File: src/rtl/sdv_pkg.sv
package sdv_pkg;
    localparam int unsigned SDV_WORD_W   = 10;
    localparam int unsigned SDV_POLY_LEN = 9;
    localparam int unsigned SDV_POLY_TAP = 4;
endpackage

File: src/rtl/sdv_descramble.sv
module sdv_descramble #(
    parameter int unsigned POLY_LEN = sdv_pkg::SDV_POLY_LEN,
    parameter int unsigned POLY_TAP = sdv_pkg::SDV_POLY_TAP
) (
    input  logic clk,
    input  logic rst_n,
    input  logic ser_in,
    output logic bit_out
);
    typedef struct packed {
        logic [POLY_LEN-1:0] hist;
        logic                nrz_prev;
        logic                bit_o;
    } ds_t;

    ds_t ds_d, ds_q;
    logic nrz;

    always_comb begin
        nrz           = ser_in ^ ds_q.hist[POLY_TAP-1] ^ ds_q.hist[POLY_LEN-1];
        ds_d          = ds_q;
        ds_d.hist     = {ds_q.hist[POLY_LEN-2:0], ser_in};
        ds_d.nrz_prev = nrz;
        ds_d.bit_o    = nrz ^ ds_q.nrz_prev;
    end

    always_ff @(posedge clk or negedge rst_n) begin
        if (!rst_n) ds_q <= '0;
        else        ds_q <= ds_d;
    end

    assign bit_out = ds_q.bit_o;
endmodule

File: src/rtl/sdv_trs_find.sv
module sdv_trs_find #(
    parameter int unsigned WORD_W = sdv_pkg::SDV_WORD_W
) (
    input  logic              clk,
    input  logic              rst_n,
    input  logic              bit_in,
    output logic              found,
    output logic [WORD_W-1:0] oldest
);
    localparam int unsigned WIN_W = 3 * WORD_W;

    typedef struct packed {
        logic [WIN_W-1:0] win;
    } tf_t;

    tf_t tf_d, tf_q;

    always_comb begin
        tf_d     = tf_q;
        tf_d.win = {bit_in, tf_q.win[WIN_W-1:1]};
    end

    always_ff @(posedge clk or negedge rst_n) begin
        if (!rst_n) tf_q <= '0;
        else        tf_q <= tf_d;
    end

    assign oldest = tf_q.win[WORD_W-1:0];
    assign found  = (tf_q.win[WORD_W-1:0] == {WORD_W{1'b1}}) &&
                    (tf_q.win[WIN_W-1:WORD_W] == '0);
endmodule

File: src/rtl/sdv_framer.sv
module sdv_framer #(
    parameter int unsigned WORD_W = sdv_pkg::SDV_WORD_W
) (
    input  logic              clk,
    input  logic              rst_n,
    input  logic              corr_en,
    input  logic              found,
    input  logic [WORD_W-1:0] oldest,
    output logic [WORD_W-1:0] pdata,
    output logic              pclk,
    output logic              hsync,
    output logic              trs_valid,
    output logic              sync_err
);
    localparam int unsigned PH_W = $clog2(WORD_W);
    localparam int unsigned LAST = WORD_W - 1;
    localparam int unsigned HALF = WORD_W / 2;

    typedef struct packed {
        logic [PH_W-1:0]   phase;
        logic              strike;
        logic [WORD_W-1:0] hold;
        logic [WORD_W-1:0] pdata;
        logic              pclk;
        logic              hsync;
        logic              valid;
        logic              err;
    } fr_t;

    fr_t fr_d, fr_q;
    logic at_end, misplaced, realign, accept, word_end;

    always_comb begin
        fr_d       = fr_q;
        fr_d.valid = 1'b0;
        fr_d.err   = 1'b0;

        at_end    = (fr_q.phase == PH_W'(LAST));
        misplaced = found && !at_end;
        realign   = misplaced && (!corr_en || fr_q.strike);
        accept    = (found && at_end) || realign;
        word_end  = at_end || realign;

        fr_d.phase = word_end ? '0 : fr_q.phase + PH_W'(1);
        if (word_end) begin
            fr_d.hold  = oldest;
            fr_d.pdata = fr_q.hold;
        end
        if (accept) begin
            fr_d.hsync  = ~fr_q.hsync;
            fr_d.valid  = 1'b1;
            fr_d.strike = 1'b0;
        end else if (misplaced) begin
            fr_d.strike = 1'b1;
        end
        if (misplaced) fr_d.err = 1'b1;
        fr_d.pclk = (fr_d.phase >= PH_W'(HALF));
    end

    always_ff @(posedge clk or negedge rst_n) begin
        if (!rst_n) fr_q <= '0;
        else        fr_q <= fr_d;
    end

    assign pdata     = fr_q.pdata;
    assign pclk      = fr_q.pclk;
    assign hsync     = fr_q.hsync;
    assign trs_valid = fr_q.valid;
    assign sync_err  = fr_q.err;

    assert_phase_bound_R5: assert property (@(posedge clk) disable iff (!rst_n)
        fr_q.phase <= PH_W'(LAST));

    assert_pdata_steady_on_rise_R5: assert property (@(posedge clk) disable iff (!rst_n)
        $rose(fr_q.pclk) |-> $stable(fr_q.pdata));

    assert_mark_with_low_clock_R4: assert property (@(posedge clk) disable iff (!rst_n)
        fr_q.valid |-> !fr_q.pclk);

    assert_mark_matches_valid_R9: assert property (@(posedge clk) disable iff (!rst_n)
        (fr_q.hsync != $past(fr_q.hsync)) == fr_q.valid);

    assert_first_strike_tolerated_R7: assert property (@(posedge clk) disable iff (!rst_n)
        (corr_en && found && !at_end && !fr_q.strike) |=> (!fr_q.valid && fr_q.strike && fr_q.err));

    assert_err_single_cycle_R9: assert property (@(posedge clk) disable iff (!rst_n)
        fr_q.err |=> !fr_q.err);
endmodule

File: src/rtl/sdv_deser.sv
module sdv_deser #(
    parameter int unsigned WORD_W   = sdv_pkg::SDV_WORD_W,
    parameter int unsigned POLY_LEN = sdv_pkg::SDV_POLY_LEN,
    parameter int unsigned POLY_TAP = sdv_pkg::SDV_POLY_TAP
) (
    input  logic              clk,
    input  logic              rst_n,
    input  logic              ser_in,
    input  logic              corr_en,
    output logic [WORD_W-1:0] pdata,
    output logic              pclk,
    output logic              hsync,
    output logic              trs_valid,
    output logic              sync_err
);
    logic              dec_bit;
    logic              trs_found;
    logic [WORD_W-1:0] old_word;

    sdv_descramble #(.POLY_LEN(POLY_LEN), .POLY_TAP(POLY_TAP)) u_descr (
        .clk(clk), .rst_n(rst_n), .ser_in(ser_in), .bit_out(dec_bit)
    );

    sdv_trs_find #(.WORD_W(WORD_W)) u_find (
        .clk(clk), .rst_n(rst_n), .bit_in(dec_bit),
        .found(trs_found), .oldest(old_word)
    );

    sdv_framer #(.WORD_W(WORD_W)) u_frame (
        .clk(clk), .rst_n(rst_n), .corr_en(corr_en),
        .found(trs_found), .oldest(old_word),
        .pdata(pdata), .pclk(pclk), .hsync(hsync),
        .trs_valid(trs_valid), .sync_err(sync_err)
    );
endmodule

File: config.mk
export PLATFORM = sky130hd
export DESIGN_NAME = sdv_deser
export DESIGN_NICKNAME = d
export VERILOG_FILES = /design/src/rtl/sdv_pkg.sv /design/src/rtl/sdv_descramble.sv /design/src/rtl/sdv_trs_find.sv /design/src/rtl/sdv_framer.sv /design/src/rtl/sdv_deser.sv
export SDC_FILE = /design/constraint.sdc
export NUM_CORES = 1
export LEC_CHECK = 0
export BUFFER_PORTS_ARGS = -buffer_cell sky130_fd_sc_hd__buf_2
export CAP_MARGIN = 25
export CELL_PAD_IN_SITES_DETAIL_PLACEMENT = 2
export CELL_PAD_IN_SITES_GLOBAL_PLACEMENT = 2
export CORE_MARGIN = 1
export CORE_UTILIZATION = 43
export DETAILED_ROUTE_END_ITERATION = 7
export GPL_TIMING_DRIVEN = 0
export HOLD_SLACK_MARGIN = 0.12
export PLACE_DENSITY = 0.77
export REMOVE_ABC_BUFFERS = 1
export SETUP_SLACK_MARGIN = 0.02
export SYNTH_ARGS = -nofsm -noshare
export SYNTH_HDL_FRONTEND = slang
export SYNTH_SLANG_ARGS = --single-unit
export TNS_END_PERCENT = 50
File: constraint.sdc
create_clock -name clk -period 2.68 [get_ports clk]
set_clock_uncertainty 0.2 [all_clocks]
set_input_delay 0.536 -clock clk [delete_from_list [all_inputs] [get_ports clk]]
set_output_delay 0.536 -clock clk [all_outputs]
set_load 0.05 [all_outputs]
==> flow_metrics.py <==
metrics = {
    "status": {
        "status": "finished, final reports clean",
    },
    "pwr": {
        "design_power_total_mw": 2.64,
        "p_leak_nw": 1.25,
        "power_density_nw_per_um2": 940,
        "peakVddDrop_uv": 403,
    },
    "drt": {
        "drc": 0,
        "firstDrtPassIters": 3,
        "via_per_inst": 4.80,
        "ant_nets": 0,
        "routedWlPerCell_um": 17.4,
        "routed_wl_um": 4190,
        "vias": 1153,
        "drtIter0Drc": 41,
    },
    "worst_setup_path": {
        "critPathKind": "reg -> reg",
        "path_max_fanout": 18,
        "start_kind": "flop",
        "critPathArrivalTime_ns": 2.55,
        "path_delay_family": "simple AND/OR/NAND/NOR gates",
        "path_buf_inv": 1,
        "timing.critical_path.cells": "nor4b_2 > nand4_1 > or4_4 > o22a_4 > buf_16 > mux2_4",
        "slowest_stage": "or4_4",
        "cp-end-kind": "flop",
        "cp_data_required_time_ns": 2.70,
        "cp_slowest_stage_delay_ns": 0.60,
    },
    "clock_tree": {
        "clkSinkCount": 70,
        "cts-buffers-inserted": 9,
        "cts_tree": "yes",
        "clock_latency_ns": 0.34,
        "htree_levels": 3,
        "cts_root_buf": "clkbuf_8",
        "clk_path_buf_depth": 2,
        "cts.reportedPaths.clkPinSlew_ns": 0.07,
    },
    "logic_synthesis": {
        "synth_warnings": 0,
        "synthTopCellsByArea": "dfrtp_1 72%, mux2_4 9.2%, buf_4 3.1%",
        "netlist_area_um2": 2440,
        "seq_area_frac_synth": 0.718,
        "yosysTopAreaCell": "dfrtp_1",
        "synth_cell_types": 24,
        "synth_ff_type": "dfrtp_1",
        "synth-edff-count": 0,
        "async_reset_ff_frac": 1.00,
        "ys_ff_latch": 70,
        "ys_top_cells_by_count": "70 x dfrtp_1, 15 x mux2_4, 10 x buf_4",
        "yosysTopAreaCellShare": 0.718,
        "synth.most_common_cell": "dfrtp_1",
        "syn_inst": 143,
        "postSynthAreaPerCell_um2": 17.1,
    },
    "job": {
        "maxCapViolCount": 0,
    },
    "place": {
        "dp.final_hpwl_um": 2620,
        "dp_slack_ns": -0.0674,
        "io_buffers": 17,
        "placed_cell_area_um2": 2540,
        "gp_congestion": 0.713,
    },
    "timing": {
        "holdWs_ns": 0.158,
        "tightest_slew_ns": 0.831,
        "drv_slew": 0,
        "fin_crit_sh": 0.943,
        "hold_viol_final": 0,
        "fin_crit_ns": 2.53,
        "setup_viol": 0,
        "fmax_ghz": 0.396,
        "rsz0062_at_grt": "false",
        "worst_slack_ns": 0.153,
        "relSlewSlack": 0.446,
    },
    "global_route": {
        "grt_pass1_wl_um": 6850,
        "first_global_vias": 1322,
        "overflow": 0,
        "antenna_found_initial": 0,
        "grt_max_degree": 71,
        "grt_usage": 0.163,
    },
    "die": {
        "num_io_pins": 18,
        "row_count": 27,
        "die_area_um2": 5980,
        "initial_core_util": 0.446,
        "die_w_um": 77.3,
        "core-area_um2": 5470,
        "dieHeight_um": 77.3,
    },
    "layout": {
        "fin_util": 0.512,
        "antenna_cells": 0,
        "final_nets": 169,
        "area_delta_synth_final_pct": 14.9,
        "drive_gt1_frac": 0.375,
        "final_cell_area_um2": 2800,
    },
    "worst_hold_path": {
        "hold_class": "reg -> reg",
    },
}
-- flip-flops by register name, indices dropped and copies added, names as in the netlist --
name,cells
u_frame.sync_err,1
u_frame.trs_valid,1
u_descr.bit_out,1
u_descr.ds_d,8
u_descr.ds_q,2
u_find.tf_q,30
u_frame.fr_q,15
u_frame.hsync,1
u_frame.pclk,1
u_frame.pdata,10
-- routing by layer --
layer	GRT usage	routed length (um)	vias up
met4	0.108	56	0
met3	0.0512	134	8
met1	0.182	1750	609
met2	0.266	2250	20
met5	0	0	-
li1	-	-	516
-- per-stage QoR --
step | std cells | setup TNS (ns)
after floorplan | 130 | 0
after global placement | 219 | -4.15
after detailed placement | 220 | -0.764
after CTS | 238 | 0
after global routing | 240 | 0
final | 240 | 0
-- cells in the final DEF, fill, tap and decap left out, types with 3 or more instances in the layout --
cell type / Yosys / final
mux2_4: 15 / 15
buf_2: 0 / 16
nor4b_2: 3 / 3
dfrtp_1: 70 / 70
buf_4: 10 / 3
xnor2_1: 3 / 3
nor2b_1: 4 / 4
nand2_1: 5 / 5
clkbuf_8: 0 / 10
xor2_1: 3 / 3
nor2_1: 4 / 4
mux2_2: 6 / 6
-- kinds of logic after synthesis --
group                    share of synthesized area
AO/OA/AOI/OAI                               0.0159
XOR/XNOR                                    0.0215
adder cells (fa/ha/maj)                     0.0103
buffers and inverters                       0.0462
flip-flops                                   0.718
multiplexers                                 0.120
AND/OR/NAND/NOR                             0.0682
-- report_power, final --
group | internal (mW) | switching [mW] | leakage (nW)
Combinational | 0.144 | 0.142 | 0.321
Sequential | 1.28 | 0.148 | 0.820
Clock | 0.545 | 0.376 | 0.108
Total | 1.97 | 0.666 | 1.25
-- path summary, 6_finish.rpt --
check | from | endpoint | slack [ns] | depth (start not counted)
worst max-delay path | u_find.tf_q[26]$_DFF_PN0_ | u_frame.pdata[6]$_DFFE_PN0P_ | 0.15 | 6
worst min-delay path | u_descr.ds_d[4]$_DFF_PN0_ | u_descr.ds_d[5]$_DFF_PN0_ | 0.16 | 0
worst max register to register | u_find.tf_q[26]$_DFF_PN0_ | u_frame.pdata[6]$_DFFE_PN0P_ | 0.15 | 6
worst min register to register | u_descr.ds_d[4]$_DFF_PN0_ | u_descr.ds_d[5]$_DFF_PN0_ | 0.16 | 0
max in group asynchronous | rst_n | u_frame.fr_q[20]$_DFFE_PN0P_ | 1.09 | 2
min in group asynchronous | rst_n | u_frame.pclk$_DFF_PN0_ | 0.64 | 2
-- what timing repair did --
action,in CTS,in global routing
endpoints found under the hold margin,55,0
hold buffers,2,0
resized for setup,2,0
pin swaps,0,3
buffers inserted,0,2
endpoints found under the setup margin,16,16
-- final cells by class --
type | count | area (um^2)
clock buffers | 10 | 138
clock inverters | 6 | 85.1
fillers | 511 | 2670
inverters | 1 | 3.75
multi-input cells | 59 | 584
flip-flops and latches | 70 | 1750
well taps | 72 | 90.1
repair buffers | 22 | 150
(Power assumes the default switching activity.)
